`src/rtl/cuckoo_pkg.sv`:
```
// Shared encodings for the cuckoo hash engine: request operations,
// response status codes and controller states. Assumes 2-bit op/status
// fields at the block edge.
package cuckoo_pkg;

    typedef enum logic [1:0] {
        OP_FIND = 2'd0,
        OP_PUT  = 2'd1,
        OP_DROP = 2'd2,
        OP_ALT  = 2'd3
    } ck_op_e;

    typedef enum logic [1:0] {
        RS_OK   = 2'd0,
        RS_MISS = 2'd1,
        RS_FULL = 2'd2
    } ck_status_e;

    typedef enum logic [2:0] {
        CS_IDLE,
        CS_PROBE0,
        CS_PROBE1,
        CS_KREAD,
        CS_KPLACE
    } ck_state_e;

endpackage

```
`src/rtl/cuckoo_hash.sv`:
```
// One of the two slot hash functions. SEL = 0 gives a plain XOR fold of
// the key's ADDR_W-bit pieces; SEL = 1 rotates piece n left by n mod
// ADDR_W before folding and then XORs a salt. Purely combinational.
// Assumes KEY_W >= ADDR_W; a short last piece is zero padded.
module cuckoo_hash #(
    parameter int              KEY_W  = 16,
    parameter int              ADDR_W = 4,
    parameter int              SEL    = 0,
    parameter logic [ADDR_W-1:0] SALT = '0
) (
    input  logic [KEY_W-1:0]  key_i,
    output logic [ADDR_W-1:0] slot_o
);

    generate
        if (SEL == 0) begin : g_plain
            // Fold every key bit onto its position within a piece.
            always_comb begin
                slot_o = '0;
                for (int i = 0; i < KEY_W; i++) begin
                    slot_o[i % ADDR_W] = slot_o[i % ADDR_W] ^ key_i[i];
                end
            end
        end else begin : g_rotated
            // Fold with each piece rotated by its index, then salt.
            always_comb begin
                slot_o = SALT;
                for (int i = 0; i < KEY_W; i++) begin
                    slot_o[((i % ADDR_W) + (i / ADDR_W)) % ADDR_W] =
                        slot_o[((i % ADDR_W) + (i / ADDR_W)) % ADDR_W] ^ key_i[i];
                end
            end
        end
    endgenerate

endmodule

```
`src/rtl/cuckoo_store.sv`:
```
// Single-port slot memory: each cycle either writes one slot or reads one
// slot into registered outputs (read data appears after the next edge).
// Valid bits are cleared by the synchronous active-low reset; key and
// value storage is not reset. Assumes the caller never uses read data in
// the cycle after a write.
module cuckoo_store #(
    parameter int KEY_W  = 16,
    parameter int VAL_W  = 16,
    parameter int ADDR_W = 4
) (
    input  logic              clk,
    input  logic              rst_n,
    input  logic [ADDR_W-1:0] addr,
    input  logic              we,
    input  logic              wvalid,
    input  logic [KEY_W-1:0]  wkey,
    input  logic [VAL_W-1:0]  wval,
    output logic              rvalid,
    output logic [KEY_W-1:0]  rkey,
    output logic [VAL_W-1:0]  rval
);

    localparam int DEPTH = 1 << ADDR_W;

    logic [DEPTH-1:0] vld;
    logic [KEY_W-1:0] key_mem [DEPTH];
    logic [VAL_W-1:0] val_mem [DEPTH];

    // Occupancy flags: cleared on reset, set or cleared by writes.
    always_ff @(posedge clk) begin
        if (!rst_n) begin
            vld <= '0;
        end else if (we) begin
            vld[addr] <= wvalid;
        end
    end

    // Key and value storage, written with the flag.
    always_ff @(posedge clk) begin
        if (we) begin
            key_mem[addr] <= wkey;
            val_mem[addr] <= wval;
        end
    end

    // Registered read port, updated only on read cycles.
    always_ff @(posedge clk) begin
        if (!rst_n) begin
            rvalid <= 1'b0;
            rkey   <= '0;
            rval   <= '0;
        end else if (!we) begin
            rvalid <= vld[addr];
            rkey   <= key_mem[addr];
            rval   <= val_mem[addr];
        end
    end

endmodule

```
`src/rtl/cuckoo_ctrl.sv`:
```
// Operation sequencer: probes the two candidate slots, answers finds and
// removes, updates or places inserts, and runs the bounded displacement
// chain with a spill register for the entry left over. Drives the slot
// memory one access per cycle and the hash input mux. Assumes
// MAX_KICKS >= 1 and a memory with one cycle of read latency.
module cuckoo_ctrl
    import cuckoo_pkg::*;
#(
    parameter int KEY_W     = 16,
    parameter int VAL_W     = 16,
    parameter int ADDR_W    = 4,
    parameter int MAX_KICKS = 16
) (
    input  logic              clk,
    input  logic              rst_n,
    input  logic              req_valid,
    output logic              req_ready,
    input  logic [1:0]        req_op,
    input  logic [KEY_W-1:0]  req_key,
    input  logic [VAL_W-1:0]  req_val,
    output logic              rsp_valid,
    output logic              rsp_hit,
    output logic [1:0]        rsp_status,
    output logic [VAL_W-1:0]  rsp_val,
    output logic              spill_valid,
    output logic [KEY_W-1:0]  spill_key,
    output logic [VAL_W-1:0]  spill_val,
    output logic [KEY_W-1:0]  hash_key,
    input  logic [ADDR_W-1:0] hash0,
    input  logic [ADDR_W-1:0] hash1,
    output logic [ADDR_W-1:0] mem_addr,
    output logic              mem_we,
    output logic              mem_wvalid,
    output logic [KEY_W-1:0]  mem_wkey,
    output logic [VAL_W-1:0]  mem_wval,
    input  logic              mem_rvalid,
    input  logic [KEY_W-1:0]  mem_rkey,
    input  logic [VAL_W-1:0]  mem_rval
);

    localparam int                KICK_W     = $clog2(MAX_KICKS + 1);
    localparam logic [KICK_W-1:0] KICK_LIMIT = KICK_W'(MAX_KICKS);

    ck_state_e         state;
    ck_op_e            op_q;
    logic [KEY_W-1:0]  key_q;
    logic [VAL_W-1:0]  val_q;
    logic [ADDR_W-1:0] h0_q;
    logic [ADDR_W-1:0] h1_q;
    logic              slot0_vld;
    logic [KEY_W-1:0]  slot0_key;
    logic [VAL_W-1:0]  slot0_val;
    logic [KEY_W-1:0]  car_key;
    logic [VAL_W-1:0]  car_val;
    logic [ADDR_W-1:0] cur_slot;
    logic [ADDR_W-1:0] tgt_slot;
    logic [KICK_W-1:0] kick_cnt;

    logic              accept;
    logic              rd_match;
    logic              is_put;
    logic              is_drop;
    logic [ADDR_W-1:0] alt_slot;

    // Handshake and decode helpers.
    always_comb begin
        req_ready = (state == CS_IDLE);
        accept    = req_valid && req_ready;
        rd_match  = mem_rvalid && (mem_rkey == key_q);
        is_put    = (op_q == OP_PUT);
        is_drop   = (op_q == OP_DROP);
        hash_key  = (state == CS_IDLE) ? req_key : car_key;
        alt_slot  = (cur_slot == hash0) ? hash1 : hash0;
    end

    // Memory port: one read or one write per cycle, chosen by state.
    always_comb begin
        mem_addr   = hash0;
        mem_we     = 1'b0;
        mem_wvalid = 1'b1;
        mem_wkey   = key_q;
        mem_wval   = val_q;
        case (state)
            CS_IDLE: mem_addr = hash0;
            CS_PROBE0: begin
                mem_addr = h1_q;
                if (rd_match && (is_put || is_drop)) begin
                    mem_we     = 1'b1;
                    mem_addr   = h0_q;
                    mem_wvalid = is_put;
                end
            end
            CS_PROBE1: begin
                mem_addr = h0_q;
                if (rd_match && (is_put || is_drop)) begin
                    mem_we     = 1'b1;
                    mem_addr   = h1_q;
                    mem_wvalid = is_put;
                end else if (!rd_match && is_put) begin
                    mem_we = 1'b1;
                end
            end
            CS_KREAD: mem_addr = alt_slot;
            CS_KPLACE: begin
                mem_addr = tgt_slot;
                mem_wkey = car_key;
                mem_wval = car_val;
                mem_we   = !(mem_rvalid && (kick_cnt == KICK_LIMIT));
            end
            default: mem_addr = hash0;
        endcase
    end

    // Sequencer state, request capture, chain bookkeeping and responses.
    always_ff @(posedge clk) begin
        if (!rst_n) begin
            state       <= CS_IDLE;
            op_q        <= OP_FIND;
            key_q       <= '0;
            val_q       <= '0;
            h0_q        <= '0;
            h1_q        <= '0;
            slot0_vld   <= 1'b0;
            slot0_key   <= '0;
            slot0_val   <= '0;
            car_key     <= '0;
            car_val     <= '0;
            cur_slot    <= '0;
            tgt_slot    <= '0;
            kick_cnt    <= '0;
            rsp_valid   <= 1'b0;
            rsp_hit     <= 1'b0;
            rsp_status  <= RS_OK;
            rsp_val     <= '0;
            spill_valid <= 1'b0;
            spill_key   <= '0;
            spill_val   <= '0;
        end else begin
            rsp_valid <= 1'b0;
            case (state)
                CS_IDLE: begin
                    if (accept) begin
                        op_q  <= ck_op_e'(req_op);
                        key_q <= req_key;
                        val_q <= req_val;
                        h0_q  <= hash0;
                        h1_q  <= hash1;
                        state <= CS_PROBE0;
                    end
                end
                CS_PROBE0: begin
                    slot0_vld <= mem_rvalid;
                    slot0_key <= mem_rkey;
                    slot0_val <= mem_rval;
                    if (rd_match) begin
                        rsp_valid  <= 1'b1;
                        rsp_hit    <= 1'b1;
                        rsp_status <= RS_OK;
                        rsp_val    <= (is_put || is_drop) ? '0 : mem_rval;
                        state      <= CS_IDLE;
                    end else begin
                        state <= CS_PROBE1;
                    end
                end
                CS_PROBE1: begin
                    if (rd_match) begin
                        rsp_valid  <= 1'b1;
                        rsp_hit    <= 1'b1;
                        rsp_status <= RS_OK;
                        rsp_val    <= (is_put || is_drop) ? '0 : mem_rval;
                        state      <= CS_IDLE;
                    end else if (!is_put) begin
                        rsp_valid  <= 1'b1;
                        rsp_hit    <= 1'b0;
                        rsp_status <= RS_MISS;
                        rsp_val    <= '0;
                        state      <= CS_IDLE;
                    end else if (!slot0_vld) begin
                        rsp_valid  <= 1'b1;
                        rsp_hit    <= 1'b0;
                        rsp_status <= RS_OK;
                        rsp_val    <= '0;
                        state      <= CS_IDLE;
                    end else begin
                        car_key  <= slot0_key;
                        car_val  <= slot0_val;
                        cur_slot <= h0_q;
                        kick_cnt <= KICK_W'(1);
                        state    <= CS_KREAD;
                    end
                end
                CS_KREAD: begin
                    tgt_slot <= alt_slot;
                    state    <= CS_KPLACE;
                end
                CS_KPLACE: begin
                    if (!mem_rvalid) begin
                        rsp_valid  <= 1'b1;
                        rsp_hit    <= 1'b0;
                        rsp_status <= RS_OK;
                        rsp_val    <= '0;
                        state      <= CS_IDLE;
                    end else if (kick_cnt == KICK_LIMIT) begin
                        spill_valid <= 1'b1;
                        spill_key   <= car_key;
                        spill_val   <= car_val;
                        rsp_valid   <= 1'b1;
                        rsp_hit     <= 1'b0;
                        rsp_status  <= RS_FULL;
                        rsp_val     <= '0;
                        state       <= CS_IDLE;
                    end else begin
                        car_key  <= mem_rkey;
                        car_val  <= mem_rval;
                        cur_slot <= tgt_slot;
                        kick_cnt <= kick_cnt + KICK_W'(1);
                        state    <= CS_KREAD;
                    end
                end
                default: state <= CS_IDLE;
            endcase
        end
    end


    busy_after_accept_chk: assert property (@(posedge clk) disable iff (!rst_n)
        accept |=> !req_ready);


    single_pulse_chk: assert property (@(posedge clk) disable iff (!rst_n)
        rsp_valid |=> !rsp_valid);


    kick_bound_chk: assert property (@(posedge clk) disable iff (!rst_n)
        (state == CS_KPLACE) |-> (kick_cnt != '0 && kick_cnt <= KICK_LIMIT));


    full_only_insert_chk: assert property (@(posedge clk) disable iff (!rst_n)
        (rsp_valid && rsp_status == RS_FULL) |-> (op_q == OP_PUT && spill_valid));


    find_two_probe_chk: assert property (@(posedge clk) disable iff (!rst_n)
        (state == CS_KREAD) |-> (op_q == OP_PUT));


    hit_ok_chk: assert property (@(posedge clk) disable iff (!rst_n)
        (rsp_valid && rsp_hit) |-> (rsp_status == RS_OK));

endmodule

```
`src/rtl/cuckoo_engine.sv`:
```
// Top of the cuckoo hash engine: two hash units (plain and rotated fold)
// feeding the sequencer, which drives a single-port slot memory. Table
// depth is 2**ADDR_W. One request is in flight at a time.
module cuckoo_engine #(
    parameter int              KEY_W     = 16,
    parameter int              VAL_W     = 16,
    parameter int              ADDR_W    = 4,
    parameter int              MAX_KICKS = 16,
    parameter logic [ADDR_W-1:0] HASH_SALT = ADDR_W'(9)
) (
    input  logic             clk,
    input  logic             rst_n,
    input  logic             req_valid,
    output logic             req_ready,
    input  logic [1:0]       req_op,
    input  logic [KEY_W-1:0] req_key,
    input  logic [VAL_W-1:0] req_val,
    output logic             rsp_valid,
    output logic             rsp_hit,
    output logic [1:0]       rsp_status,
    output logic [VAL_W-1:0] rsp_val,
    output logic             spill_valid,
    output logic [KEY_W-1:0] spill_key,
    output logic [VAL_W-1:0] spill_val
);

    logic [KEY_W-1:0]  hash_key;
    logic [ADDR_W-1:0] hash_w [2];
    logic [ADDR_W-1:0] mem_addr;
    logic              mem_we;
    logic              mem_wvalid;
    logic [KEY_W-1:0]  mem_wkey;
    logic [VAL_W-1:0]  mem_wval;
    logic              mem_rvalid;
    logic [KEY_W-1:0]  mem_rkey;
    logic [VAL_W-1:0]  mem_rval;

    generate
        for (genvar g = 0; g < 2; g++) begin : g_hash
            cuckoo_hash #(
                .KEY_W (KEY_W),
                .ADDR_W(ADDR_W),
                .SEL   (g),
                .SALT  ((g == 0) ? '0 : HASH_SALT)
            ) u_hash (
                .key_i (hash_key),
                .slot_o(hash_w[g])
            );
        end
    endgenerate

    cuckoo_ctrl #(
        .KEY_W    (KEY_W),
        .VAL_W    (VAL_W),
        .ADDR_W   (ADDR_W),
        .MAX_KICKS(MAX_KICKS)
    ) u_ctrl (
        .clk        (clk),
        .rst_n      (rst_n),
        .req_valid  (req_valid),
        .req_ready  (req_ready),
        .req_op     (req_op),
        .req_key    (req_key),
        .req_val    (req_val),
        .rsp_valid  (rsp_valid),
        .rsp_hit    (rsp_hit),
        .rsp_status (rsp_status),
        .rsp_val    (rsp_val),
        .spill_valid(spill_valid),
        .spill_key  (spill_key),
        .spill_val  (spill_val),
        .hash_key   (hash_key),
        .hash0      (hash_w[0]),
        .hash1      (hash_w[1]),
        .mem_addr   (mem_addr),
        .mem_we     (mem_we),
        .mem_wvalid (mem_wvalid),
        .mem_wkey   (mem_wkey),
        .mem_wval   (mem_wval),
        .mem_rvalid (mem_rvalid),
        .mem_rkey   (mem_rkey),
        .mem_rval   (mem_rval)
    );

    cuckoo_store #(
        .KEY_W (KEY_W),
        .VAL_W (VAL_W),
        .ADDR_W(ADDR_W)
    ) u_store (
        .clk   (clk),
        .rst_n (rst_n),
        .addr  (mem_addr),
        .we    (mem_we),
        .wvalid(mem_wvalid),
        .wkey  (mem_wkey),
        .wval  (mem_wval),
        .rvalid(mem_rvalid),
        .rkey  (mem_rkey),
        .rval  (mem_rval)
    );

endmodule

```
`config.mk`:
```
export PLATFORM = sky130hd
export DESIGN_NAME = cuckoo_engine
export DESIGN_NICKNAME = d
export VERILOG_FILES = /design/src/rtl/cuckoo_pkg.sv /design/src/rtl/cuckoo_hash.sv /design/src/rtl/cuckoo_store.sv /design/src/rtl/cuckoo_ctrl.sv /design/src/rtl/cuckoo_engine.sv
export SDC_FILE = /design/constraint.sdc
export NUM_CORES = 1
export LEC_CHECK = 0
export ABC_AREA = 1
export BUFFER_PORTS_ARGS = -buffer_cell sky130_fd_sc_hd__buf_2
export CAP_MARGIN = 20
export CORE_MARGIN = 3
export CORE_UTILIZATION = 62
export CTS_CLUSTER_DIAMETER = 100
export DETAILED_ROUTE_END_ITERATION = 8
export PLACE_DENSITY = 0.79
export SLEW_MARGIN = 15
export SYNTH_ARGS = -nofsm -noshare
export SYNTH_HDL_FRONTEND = slang
export SYNTH_SLANG_ARGS = --single-unit
```
`constraint.sdc`:
```
create_clock -name clk -period 4.5 [get_ports clk]
set_clock_uncertainty 0.1 [all_clocks]
set_input_delay 0.45 -clock clk [delete_from_list [all_inputs] [get_ports clk]]
set_output_delay 0.45 -clock clk [all_outputs]
set_load 0.05 [all_outputs]
```
==> qor.csv <==
stage,metric,value,unit
timing,clock.fmax,0.2366,GHz
clock_tree,cts_max_path_buffers,3,
floorplan,coreArea,0.05027,mm^2
routing,wl_per_cell,19.91,um
synth,ys_seq_area_share,62.82,%
final_layout,num-fill-cells,3755,
timing,slew_headroom,25.60,%
synth,syn_area_per_cell,9.047,um^2
place,hpwl,50020,um
timing,fin_crit,4.227,ns
final_layout,final-seq-area,0.01988,mm^2
hold_path,whs_endpoint,u_ctrl.val_q[13],
clock_tree,htreeDepth,3,
synth,yosys-top-cells-area,"edfxtp_1 49%, nand2_1 18%, dfxtp_1 14%",
place,pre_cts_slack,0.3781,ns
power,finalPower,0.01840,W
timing,fin_tns_setup,0,ns
setup_path,path_class,reg2reg,
synth,netlist.top_cell.by_area,edfxtp_1,
floorplan,rows,82,
floorplan,die-area,0.05379,mm^2
setup_path,reg2reg_to,u_store.key_mem[2][2],
hold_path,holdPathStages,3,
timing,whs,0.02516,ns
routing,firstDrtPassIters,9,
timing,finalCritPeriodShare,93.94,%
final_layout,multi_input_area,0.01051,mm^2
timing,setup_viol,0,
final_layout,num-nets-final,3594,
setup_path,r2r_setup_slack,0.27,ns
synth,ys_types,38,
routing,initialDrtViolationCount,2835,
setup_path,reg2reg_depth,13,
timing,hold_violations,0,
global_route,antenna_found_initial,0,
global_route,grt_remaining_overflow,0,
clock_tree,cts_buffers,75,
setup_path,cp-start-kind,flop,
final_layout,diodes,0,
floorplan,pin_count,91,
global_route,grt_use_total,31.46,%
synth,synthArstFlopShare,0,%
hold_path,hp-class,in2reg,
routing,vias,25120,
floorplan,die_w,231.9,um
synth,synth_fp_nets,3538,
synth,synth_cells,3498,
timing,worst_pin_slew,1.116,ns
clock_tree,cts_sinks,737,
routing,post-route-drc-count,0,
synth,synthFlopType,edfxtp_1,
synth,synth.ff_latch_count,737,
global_route,grt_first_pass_wirelength,132100,um
floorplan,start_util,62.95,%
clock_tree,clk_latency,0.62,ns
run_status,outcome,"complete, no violations",
clock_tree,cts-root-buf,clkbuf_16,
setup_path,endpoint_kind,flop,
setup_path,r2r-start,u_ctrl.state[2],
power,vdd_drop_max,0.0003902,V
synth,yosys.area.top_type_share,48.58,%
floorplan,die-height,231.9,um
timing,slew_viol_final,0,
final_layout,mostFrequentLayoutCells,"1501 x nand2_1, 512 x edfxtp_1, 280 x nand3_1",
routing,routed_wirelength,85290,um
timing,rsz0062_at_grt,no,
synth,syn-cell-area,0.03165,mm^2
final_layout,area_growth,12.17,%
hold_path,min_from,req_val[13],
setup_path,path_max_fanout,38,
clock_tree,cts_tree,yes,
timing,layout_setup_ws,0.2727,ns
setup_path,arrival,4.41,ns
routing,viasPerCell,5.865,
clock_tree,cts.reportedPaths.clkPinSlew,0.06,ns
place,gp_congestion,0.9386,
place,numPortBuffers,90,
synth,synth_edf_count,512,
final_layout,drive_gt1_share,9.828,%
power,p_leak,14.77,nW
final_layout,layout_commonest_cell,nand2_1,
setup_path,required,4.69,ns
synth,yosys_warnings,0,
power,power_density,518.4,mW/mm^2
run,maxCapViolCount,0,
routing,ant_nets,0,
global_route,grt_pass1_vias,23960,
global_route,grt_max_degree,127,
==> cells in the mapped netlist, types with 2 or more instances <==
cell,n
o21ai_1,22
buf_6,6
nand3b_1,9
o211ai_1,3
xor2_1,9
o21ai_2,3
buf_1,5
nand3_2,5
nor2_2,5
xnor2_1,9
a31oi_1,33
o21bai_1,2
buf_2,61
clkinv_1,2
or2_2,5
inv_2,16
a211oi_1,13
edfxtp_1,512
ha_1,3
a21oi_1,113
buf_4,13
clkbuf_1,123
nor3b_1,3
inv_1,112
nand2_2,4
nand4_1,6
o21ai_0,188
nor3_1,23
dfxtp_1,225
nor2_1,175
nand2_1,1504
nand3_1,280
==> state kept, by name, summed over array words and instances (netlist names), 5 cells and up <==
register / count
u_store.key_mem: 256
u_store.val_mem: 256
u_ctrl.car_key: 16
u_ctrl.car_val: 16
u_ctrl.key_q: 16
u_ctrl.rsp_val: 16
u_ctrl.slot0_key: 16
u_ctrl.slot0_val: 16
u_ctrl.spill_key: 16
u_ctrl.spill_val: 16
u_ctrl.val_q: 16
u_store.rkey: 16
u_store.rval: 16
u_store.vld: 16
u_ctrl.kick_cnt: 5
==> cells by family after synthesis <==
family          count (synthesis)  share of synthesized area (%)
xor+xnor                       18                         0.4982
simple gates                 2023                          25.67
fa+ha+maj                       3                         0.1186
compound gates                379                          6.350
flops                         737                          62.82
buf+inv                       338                          4.547
==> layout make-up <==
class / count / share of cell area [%]
clock buffer: 103 / 5.904
clock inverter: 32 / 0.7931
inverter: 130 / 1.375
multi-input combinational: 2423 / 29.61
sequential: 737 / 56.00
tap: 672 / 2.369
timing repair buffer: 187 / 3.951
==> power by group <==
part	total (W)	leakage (nW)	switching [W]	internal, W
combinational	0.00454	7.10	0.00329	0.00126
sequential	0.00780	6.52	0.000253	0.00755
clock	0.00605	1.16	0.00260	0.00345
total	0.0184	14.8	0.00614	0.0123
==> worst max path at each step <==
stage | startpoint | cells past startpoint | end | slack [ns]
4_1_cts | u_ctrl.state[2] | 13 | u_store.key_mem[8][13] | 0.34
6_report | u_ctrl.state[2] | 13 | u_store.key_mem[2][2] | 0.27
5_1_grt | u_ctrl.state[2] | 21 | u_store.key_mem[8][13] | 0.002
2_1_floorplan | u_ctrl.state[0] | 21 | u_store.key_mem[10][0] | 0.21
3_3_place_gp | u_ctrl.state[2] | 13 | u_store.val_mem[2][6] | 0.42
3_5_place_dp | u_ctrl.state[2] | 13 | u_store.val_mem[8][12] | 0.38
==> per-stage QoR <==
stage / area (um^2) / cells / util (%)
floorplan: 31650 / 3498 / -
global placement: 33080 / 4145 / 65.80
detailed placement: 33080 / 4145 / 65.80
CTS: 35480 / 4282 / 70.57
global route: 35500 / 4284 / 70.61
finish: 35500 / 4284 / 70.61
==> timing repair <==
item,CTS,global route
hold buffers,2,0
setup endpoints to repair,0,13
hold endpoints to repair,2,0
buffers inserted,0,2
gates resized for setup,0,1
==> metal layers <==
metal  vias to the layer above  GRT usage (%)  wire length [um]
li1                      11680              -                 -
met1                     12030          41.67             33450
met2                      1211          52.16             41660
met3                       210          4.441              6619
met4                         0          13.88              3557
met5                         -              0                 0
==> critical path: stages (launching register included) <==
cell,delay [ns]
dfxtp_1,0.34
inv_2,0.34
nand2_1,0.11
buf_4,0.27
o21ai_1,0.33
xor2_1,0.15
xnor2_1,0.44
nand3_1,0.17
nand3_2,0.18
nand2_8,0.13
nand2_8,0.21
nand3_2,0.34
nor2_4,0.46
buf_12,0.28
(Power assumes the default switching activity.)
